==> src/rtl/smb_cfg_slave.sv <==
module smb_cfg_slave #(
  parameter logic [6:0] DEV_ADDR  = 7'h69,
  parameter int         NREGS     = 4,
  parameter int         MAX_COUNT = 32
) (
  input  logic             clk,
  input  logic             rst_n,
  input  logic             scl_i,
  input  logic             sda_i,
  output logic             sda_pd_o,
  output logic [NREGS*8-1:0] regs_o
);
  localparam int         RW   = NREGS * 8;
  localparam logic [7:0] MAXC = 8'(MAX_COUNT);
  localparam logic [7:0] NR8  = 8'(NREGS);

  typedef enum logic [2:0] {S_IDLE, S_ADDR, S_CMD, S_CNT, S_DATA, S_SKIP} st_t;

  logic [2:0] scl_p, sda_p;
  st_t        st, nxt_q, nxt_w;
  logic [3:0] bit_q;
  logic       in_ack, byte_ok;
  logic [7:0] sr, cnt_q, dcnt_q;
  logic [RW-1:0] regs_q;

  wire scl_s = scl_p[1];
  wire scl_o = scl_p[2];
  wire sda_s = sda_p[1];
  wire sda_o = sda_p[2];
  wire start_w = scl_s & scl_o & sda_o & ~sda_s;
  wire stop_w  = scl_s & scl_o & ~sda_o & sda_s;
  wire rise_w  = scl_s & ~scl_o;
  wire fall_w  = ~scl_s & scl_o;
  wire active  = (st != S_IDLE) && (st != S_SKIP);

  assign regs_o = regs_q;

  always_comb begin
    byte_ok = 1'b0;
    nxt_w   = S_SKIP;
    case (st)
      S_ADDR: begin byte_ok = (sr == {DEV_ADDR, 1'b0}); nxt_w = S_CMD; end
      S_CMD:  begin byte_ok = 1'b1; nxt_w = S_CNT; end
      S_CNT:  begin byte_ok = (sr != 8'd0) && (sr <= MAXC); nxt_w = S_DATA; end
      S_DATA: begin byte_ok = (dcnt_q < cnt_q) && (dcnt_q < NR8); nxt_w = S_DATA; end
      default: ;
    endcase
  end

  always_ff @(posedge clk or negedge rst_n) begin
    if (!rst_n) begin
      scl_p <= '1;
      sda_p <= '1;
    end else begin
      scl_p <= {scl_p[1:0], scl_i};
      sda_p <= {sda_p[1:0], sda_i};
    end
  end

  always_ff @(posedge clk or negedge rst_n) begin
    if (!rst_n) begin
      st       <= S_IDLE;
      nxt_q    <= S_IDLE;
      bit_q    <= '0;
      in_ack   <= 1'b0;
      sr       <= '0;
      cnt_q    <= '0;
      dcnt_q   <= '0;
      sda_pd_o <= 1'b0;
      regs_q   <= '1;
    end else if (start_w) begin
      st       <= S_ADDR;
      bit_q    <= '0;
      in_ack   <= 1'b0;
      dcnt_q   <= '0;
      sda_pd_o <= 1'b0;
    end else if (stop_w) begin
      st       <= S_IDLE;
      in_ack   <= 1'b0;
      sda_pd_o <= 1'b0;
    end else if (active) begin
      if (rise_w && !in_ack && bit_q != 4'd8) begin
        sr    <= {sr[6:0], sda_s};
        bit_q <= bit_q + 4'd1;
      end else if (fall_w && !in_ack && bit_q == 4'd8) begin
        in_ack   <= 1'b1;
        sda_pd_o <= byte_ok;
        nxt_q    <= byte_ok ? nxt_w : S_SKIP;
        if (st == S_CNT) cnt_q <= sr;
        if (st == S_DATA && byte_ok) begin
          for (int i = 0; i < NREGS; i++)
            if (dcnt_q == 8'(i)) regs_q[i*8 +: 8] <= sr;
          dcnt_q <= dcnt_q + 8'd1;
        end
      end else if (fall_w && in_ack) begin
        in_ack   <= 1'b0;
        sda_pd_o <= 1'b0;
        bit_q    <= '0;
        st       <= nxt_q;
      end
    end
  end
endmodule


==> config.mk <==
export PLATFORM = sky130hd
export DESIGN_NAME = smb_cfg_slave
export DESIGN_NICKNAME = d
export VERILOG_FILES = /design/src/rtl/smb_cfg_slave.sv
export SDC_FILE = /design/constraint.sdc
export NUM_CORES = 1
export LEC_CHECK = 0
export BUFFER_PORTS_ARGS = -buffer_cell sky130_fd_sc_hd__buf_2
export CORE_MARGIN = 1.5
export CORE_UTILIZATION = 55
export DETAILED_ROUTE_END_ITERATION = 8
export PLACE_DENSITY = 0.83
export SLEW_MARGIN = 30
export SYNTH_ARGS = -nofsm -noshare
export SYNTH_HDL_FRONTEND = slang
export SYNTH_SLANG_ARGS = --single-unit
==> constraint.sdc <==
create_clock -name clk -period 3.4 [get_ports clk]
set_input_delay 0.51 -clock clk [delete_from_list [all_inputs] [get_ports clk]]
set_output_delay 0.51 -clock clk [all_outputs]
set_load 0.005 [all_outputs]
**Yosys cells after proc, flatten, opt, wreduce, memory -nomap -nowiden**

Index checks and enable logic that the tools add are counted.

- Flip-flop bits (word level): 74
- Latch bits: 0
- Memory bits (writable): 0
- ROM bits: 0
- Input bits: 4
- Output and inout port bits: 33
- Word-level logic and storage cells: 113
- Memories: 0

- $add $sub $neg: 2
- Multipliers: 0
- Divide/modulo/power cells: 0
- $lt $le $gt $ge: 3
- Equality and inequality tests: 16
- Shift operators: 0
- Mux-type cells: 32
- Bitwise operators: 14
- Reductions and logical operators: 32

Operators with widths:

| kind | number |
|---|---|
| $mux W8 | 6 |
| $reduce_and A7 Y1 | 4 |
| $mux W4 | 6 |
| $mux W3 | 7 |
| $eq A8 B2 Y1 const B | 2 |
| $ne A3 B3 Y1 const B | 4 |
| $reduce_and A4 Y1 | 3 |
| $reduce_bool A3 Y1 | 4 |
| $mux W1 | 11 |
| $reduce_and A5 Y1 | 2 |
| $logic_and A1 B1 Y1 | 9 |
| $pmux W3 S3 | 1 |
| $add A8 B1 Y8 const B | 1 |
| $eq A8 B1 Y1 const B | 1 |
| $eq A8 B8 Y1 const B | 1 |
| $le A8 B6 Y1 const B | 1 |
| $logic_not A8 Y1 | 1 |
| $lt A8 B3 Y1 const B | 1 |
| $lt A8 B8 Y1 | 1 |
| $reduce_bool A8 Y1 | 1 |
| $and A1 B1 Y1 | 7 |
| $not A1 Y1 | 7 |
| $eq A3 B2 Y1 const B | 2 |
| $reduce_and A6 Y1 | 1 |
| other kinds (12) | 15 |

**Longest topological paths before layout**

- Depth in word-level cells: 10
- Mapped depth: 8

**Worst setup path before layout**

No wires, ideal clock.

- Path kind: register -> register
- Start: register dcnt_q[2]
- End: register regs_q[0] (netlist: regs_o[0])
- Setup time: 82 ps
- Data arrival time: 2057 ps
- Setup slack: 1261 ps
- Stages on the path, launching flop included: 7
- Period minus slack after synthesis: 2139 ps
- Path through: dfrtp_1 ha_1 a211oi_1 o21ai_1 a211oi_4 nand3_4 mux2_2

- Word-level cells in the longest chain between the ends: 5
- Elaborated cells on any way between the ends: 7
- Classes of those cells: order compare: 2; mux: 1; reduce/logical: 4

Ends and longest elaborated chain:

| item | line | RTL |
|---|---|---|
| start, declared | 23 | `logic [7:0] sr, cnt_q, dcnt_q;` |
| start signal, assigned | 93 | `dcnt_q <= dcnt_q + 8'd1;` |
| $lt A8 B8 Y1 / $lt A8 B3 Y1 (equally long branches) | 45 | `S_DATA: begin byte_ok = (dcnt_q < cnt_q) && (dcnt_q < NR8); nxt_w = S_DATA; end` |
| $logic_and A1 B1 Y1 | 45 |  |
| $pmux W1 S4 | 41 | `case (st)` |
| $logic_and A1 B1 Y1 | 90 | `if (st == S_DATA && byte_ok) begin` |
| $reduce_and A7 Y1 (no source line) * | n/a |  |
| end signal, assigned by index | 92 | `if (dcnt_q == 8'(i)) regs_q[i*8 +: 8] <= sr;` |
| end, declared | 24 | `logic [RW-1:0] regs_q;` |

Mark *: on every way between the ends. The rest lies on a longest branch, timed or not.
A chain may end at the register's enable or synchronous reset.

**Worst setup path after layout**

- Start: register cnt_q[2]
- End: register regs_q[7] (netlist: regs_o[7])

- Word-level cells in the longest chain between the ends: 5

Ends and longest elaborated chain:

| item | line | RTL |
|---|---|---|
| start, declared | 23 |  |
| start signal, assigned | 89 | `if (st == S_CNT) cnt_q <= sr;` |
| $lt A8 B8 Y1 | 45 |  |
| $logic_and A1 B1 Y1 | 45 |  |
| $pmux W1 S4 | 41 |  |
| $logic_and A1 B1 Y1 | 90 |  |
| $reduce_and A7 Y1 (no source line) | n/a |  |

No other way between the ends.

==> metrics.cfg <==
[cells_and_area]
finalNetCount=309
final_cell_area_mm2=0.003851
drive_gt1_frac=0.5118
final_cells=372
area_growth_pct=15.58
antenna_cells=0

[clock_tree]
cts-resized-gates=0
cts_tree=done
clk_latency_ps=350
htree_levels=3
post_cts_buffers=0
numCtsBuffers=9
root_buffer=clkbuf_8
holdBufCountCts=0
cts_sinks=74
cts_max_path_buffers=2
clkTransAtPathRegs_ps=80

[critical_path]
cp-end-kind=flip-flop
reg2reg_from=cnt_q[2]
reg2reg_to=regs_o[7]
worst_r2r_path_depth=7
path_class=reg2reg
crit_start=cnt_q[2]
worstPathArrival_ps=2670
endpoint=regs_o[7]
path_max_fanout=10
crit_required_ps=3680
reg2reg_slack_ps=1010
cp-start-kind=flip-flop

[power]
powerDensity_mw_per_mm2=529.9
finalPower_mw=2.041
leakagePower_nw=1.809
vdd_drop_max_mv=0.4443

[timing]
maxSlewHeadroom=0.5136
timing.fmax_mhz=418.8
fin_setup_tns_ps=0
finalSetupViolCount=0
hold_viol=0
worst_slew_pin_slew_ps=723.1
slew_viol_final=0
timing.hold.ws_ps=154.5
post-route-period-util=0.7023
rsz0062_at_grt=no
finalCriticalPeriod_ps=2388
finalClockSkew_ps=6.067

[floorplanning]
dieWidth_um=80.84
start_util=0.5661
die_area_mm2=0.006534
fp.dieH_um=80.84
core-area_mm2=0.005886
rows=28
io_pins=37

[logic_synthesis]
synth_seq_cells=74
ys_seq_area_frac=0.5700
syn_inst=249
synth-warning-count=0
synthesis.area_mm2=0.003332
synth_flop_cell=dfstp_2
synth_fp_nets=266
yosys.cell_types.count=47
yosys.area.top_type=dfstp_2
yosys-top-cells-count=mux2_2 (48), dfstp_2 (38), dfrtp_1 (36)
syn_avg_cell_area_um2=13.38
synth_top_area_share=0.2997
synth_edf_count=0
synthArstFlopShare=1.000
yosysMostFrequentCell=mux2_2
synth_area_leaders=dfstp_2 (30%), dfrtp_1 (27%), mux2_2 (16%)

[global_routing]
grt_max_degree=47
grt_pass1_wl_um=10430
met2_usage=0.3392
overflow=0
use_met3=0.05506
met1_usage=0.2852
grtUsageTotal=0.2168
antenna_found_initial=0
grt_pass1_vias=2144
busiest_layer=met2

[route]
drc=0
via_per_inst=5.567
drtPass1Iterations=4
antenna_left=0
drt-total-wl_um=6353
drtIter0Drc=111
vias=2071
wire_per_inst_um=17.08

[place]
placed_area_mm2=0.003601
port_buffers=36
gp_congestion=0.8181
dp.final_hpwl_um=4380
place_inst=356

[run_status]
status=finished clean

[hold_path]
hold_path_class=in2async

[job]
drv_cap=0

-- cell usage in the layout, fill, tap and decap left out, types with 2 or more instances in the layout --
cell	netlist	layout
nor3_1	2	2
ha_1	13	13
dfrtp_1	36	36
nand4b_1	2	2
o21ai_0	7	7
inv_1	12	12
nand3_1	3	3
bufinv_16	0	3
nor2_1	11	11
nand3_4	4	4
o22a_1	2	2
buf_4	0	3
a31oi_1	2	2
xnor2_1	4	4
or3_1	4	4
buf_2	0	35
mux2_2	48	48
a211oi_1	3	3
nor2b_1	2	2
and2_1	6	6
dfstp_2	38	38
nand2_1	15	15
clkbuf_8	0	10
a21oi_1	4	4
-- routing by layer --
layer,vias up,share of wire
li1,979,-
met1,1031,0.46
met2,47,0.48
met3,14,0.044
met4,0,0.020
met5,-,0
-- power by group --
part | leakage, nW | total (mW) | switching, mW | internal (mW)
Clock | 0.127 | 0.844 | 0.334 | 0.510
Sequential | 0.885 | 1.06 | 0.125 | 0.935
Combinational | 0.798 | 0.138 | 0.0671 | 0.0710
Total | 1.81 | 2.04 | 0.525 | 1.52
-- sequential cells by signal (all words and copies together) (netlist names) --
| name | cells |
|---|---|
| cnt_q | 8 |
| st | 3 |
| dcnt_q | 8 |
| bit_q | 4 |
| sda_pd_o | 1 |
| sr | 8 |
| scl_p | 3 |
| nxt_q | 3 |
| sda_p | 3 |
| in_ack | 1 |
| regs_o | 32 |
-- worst min-delay path by stage --
stage	start	to	slack, ps	cells past startpoint
floorplan	rst_n	bit_q[0]	210	0
global placement	scl_p[0]	scl_p[1]	350	0
detailed placement	scl_p[0]	scl_p[1]	350	0
CTS	rst_n	sr[4]	170	1
global route	rst_n	cnt_q[5]	200	1
finish	rst_n	cnt_q[5]	150	1
-- cells by family (layout without fill, tap and decap cells) --
logic type | Yosys count | count (layout) | synth area share
flops | 74 | 74 | 0.5700
simple gates | 62 | 62 | 0.1221
mux | 49 | 49 | 0.1652
compound gates | 29 | 29 | 0.06309
buf+inv | 18 | 66 | 0.02028
fa+ha+maj | 13 | 13 | 0.04882
xor+xnor | 4 | 4 | 0.01051
-- through the flow --
| step | worst slack [ps] | utilization |
|---|---|---|
| floorplan | 1261 | - |
| global placement | 1093 | 0.6114 |
| detailed placement | 1030 | 0.6118 |
| CTS | 1022 | 0.6543 |
| global route | 857.9 | 0.6543 |
| finish | 1012 | 0.6543 |
-- worst max-delay path, cell delays in order, from the launching register on --
cell and delay [ps]:
dfrtp_1 360, inv_1 50, ha_1 300, a211oi_1 220, o21ai_1 130, a211oi_4 640, nand3_4 260, mux2_2 350
-- layout make-up --
class / count / area [um^2]
Clock inverter: 6 / 112.6
Tap cell: 75 / 93.84
Clock buffer: 10 / 137.6
Inverter: 12 / 45.04
Sequential cell: 74 / 1899
Multi-Input combinational cell: 157 / 1365
Timing Repair Buffer: 38 / 197.7
Fill cell: 420 / 2034
(Power assumes the default switching activity.)
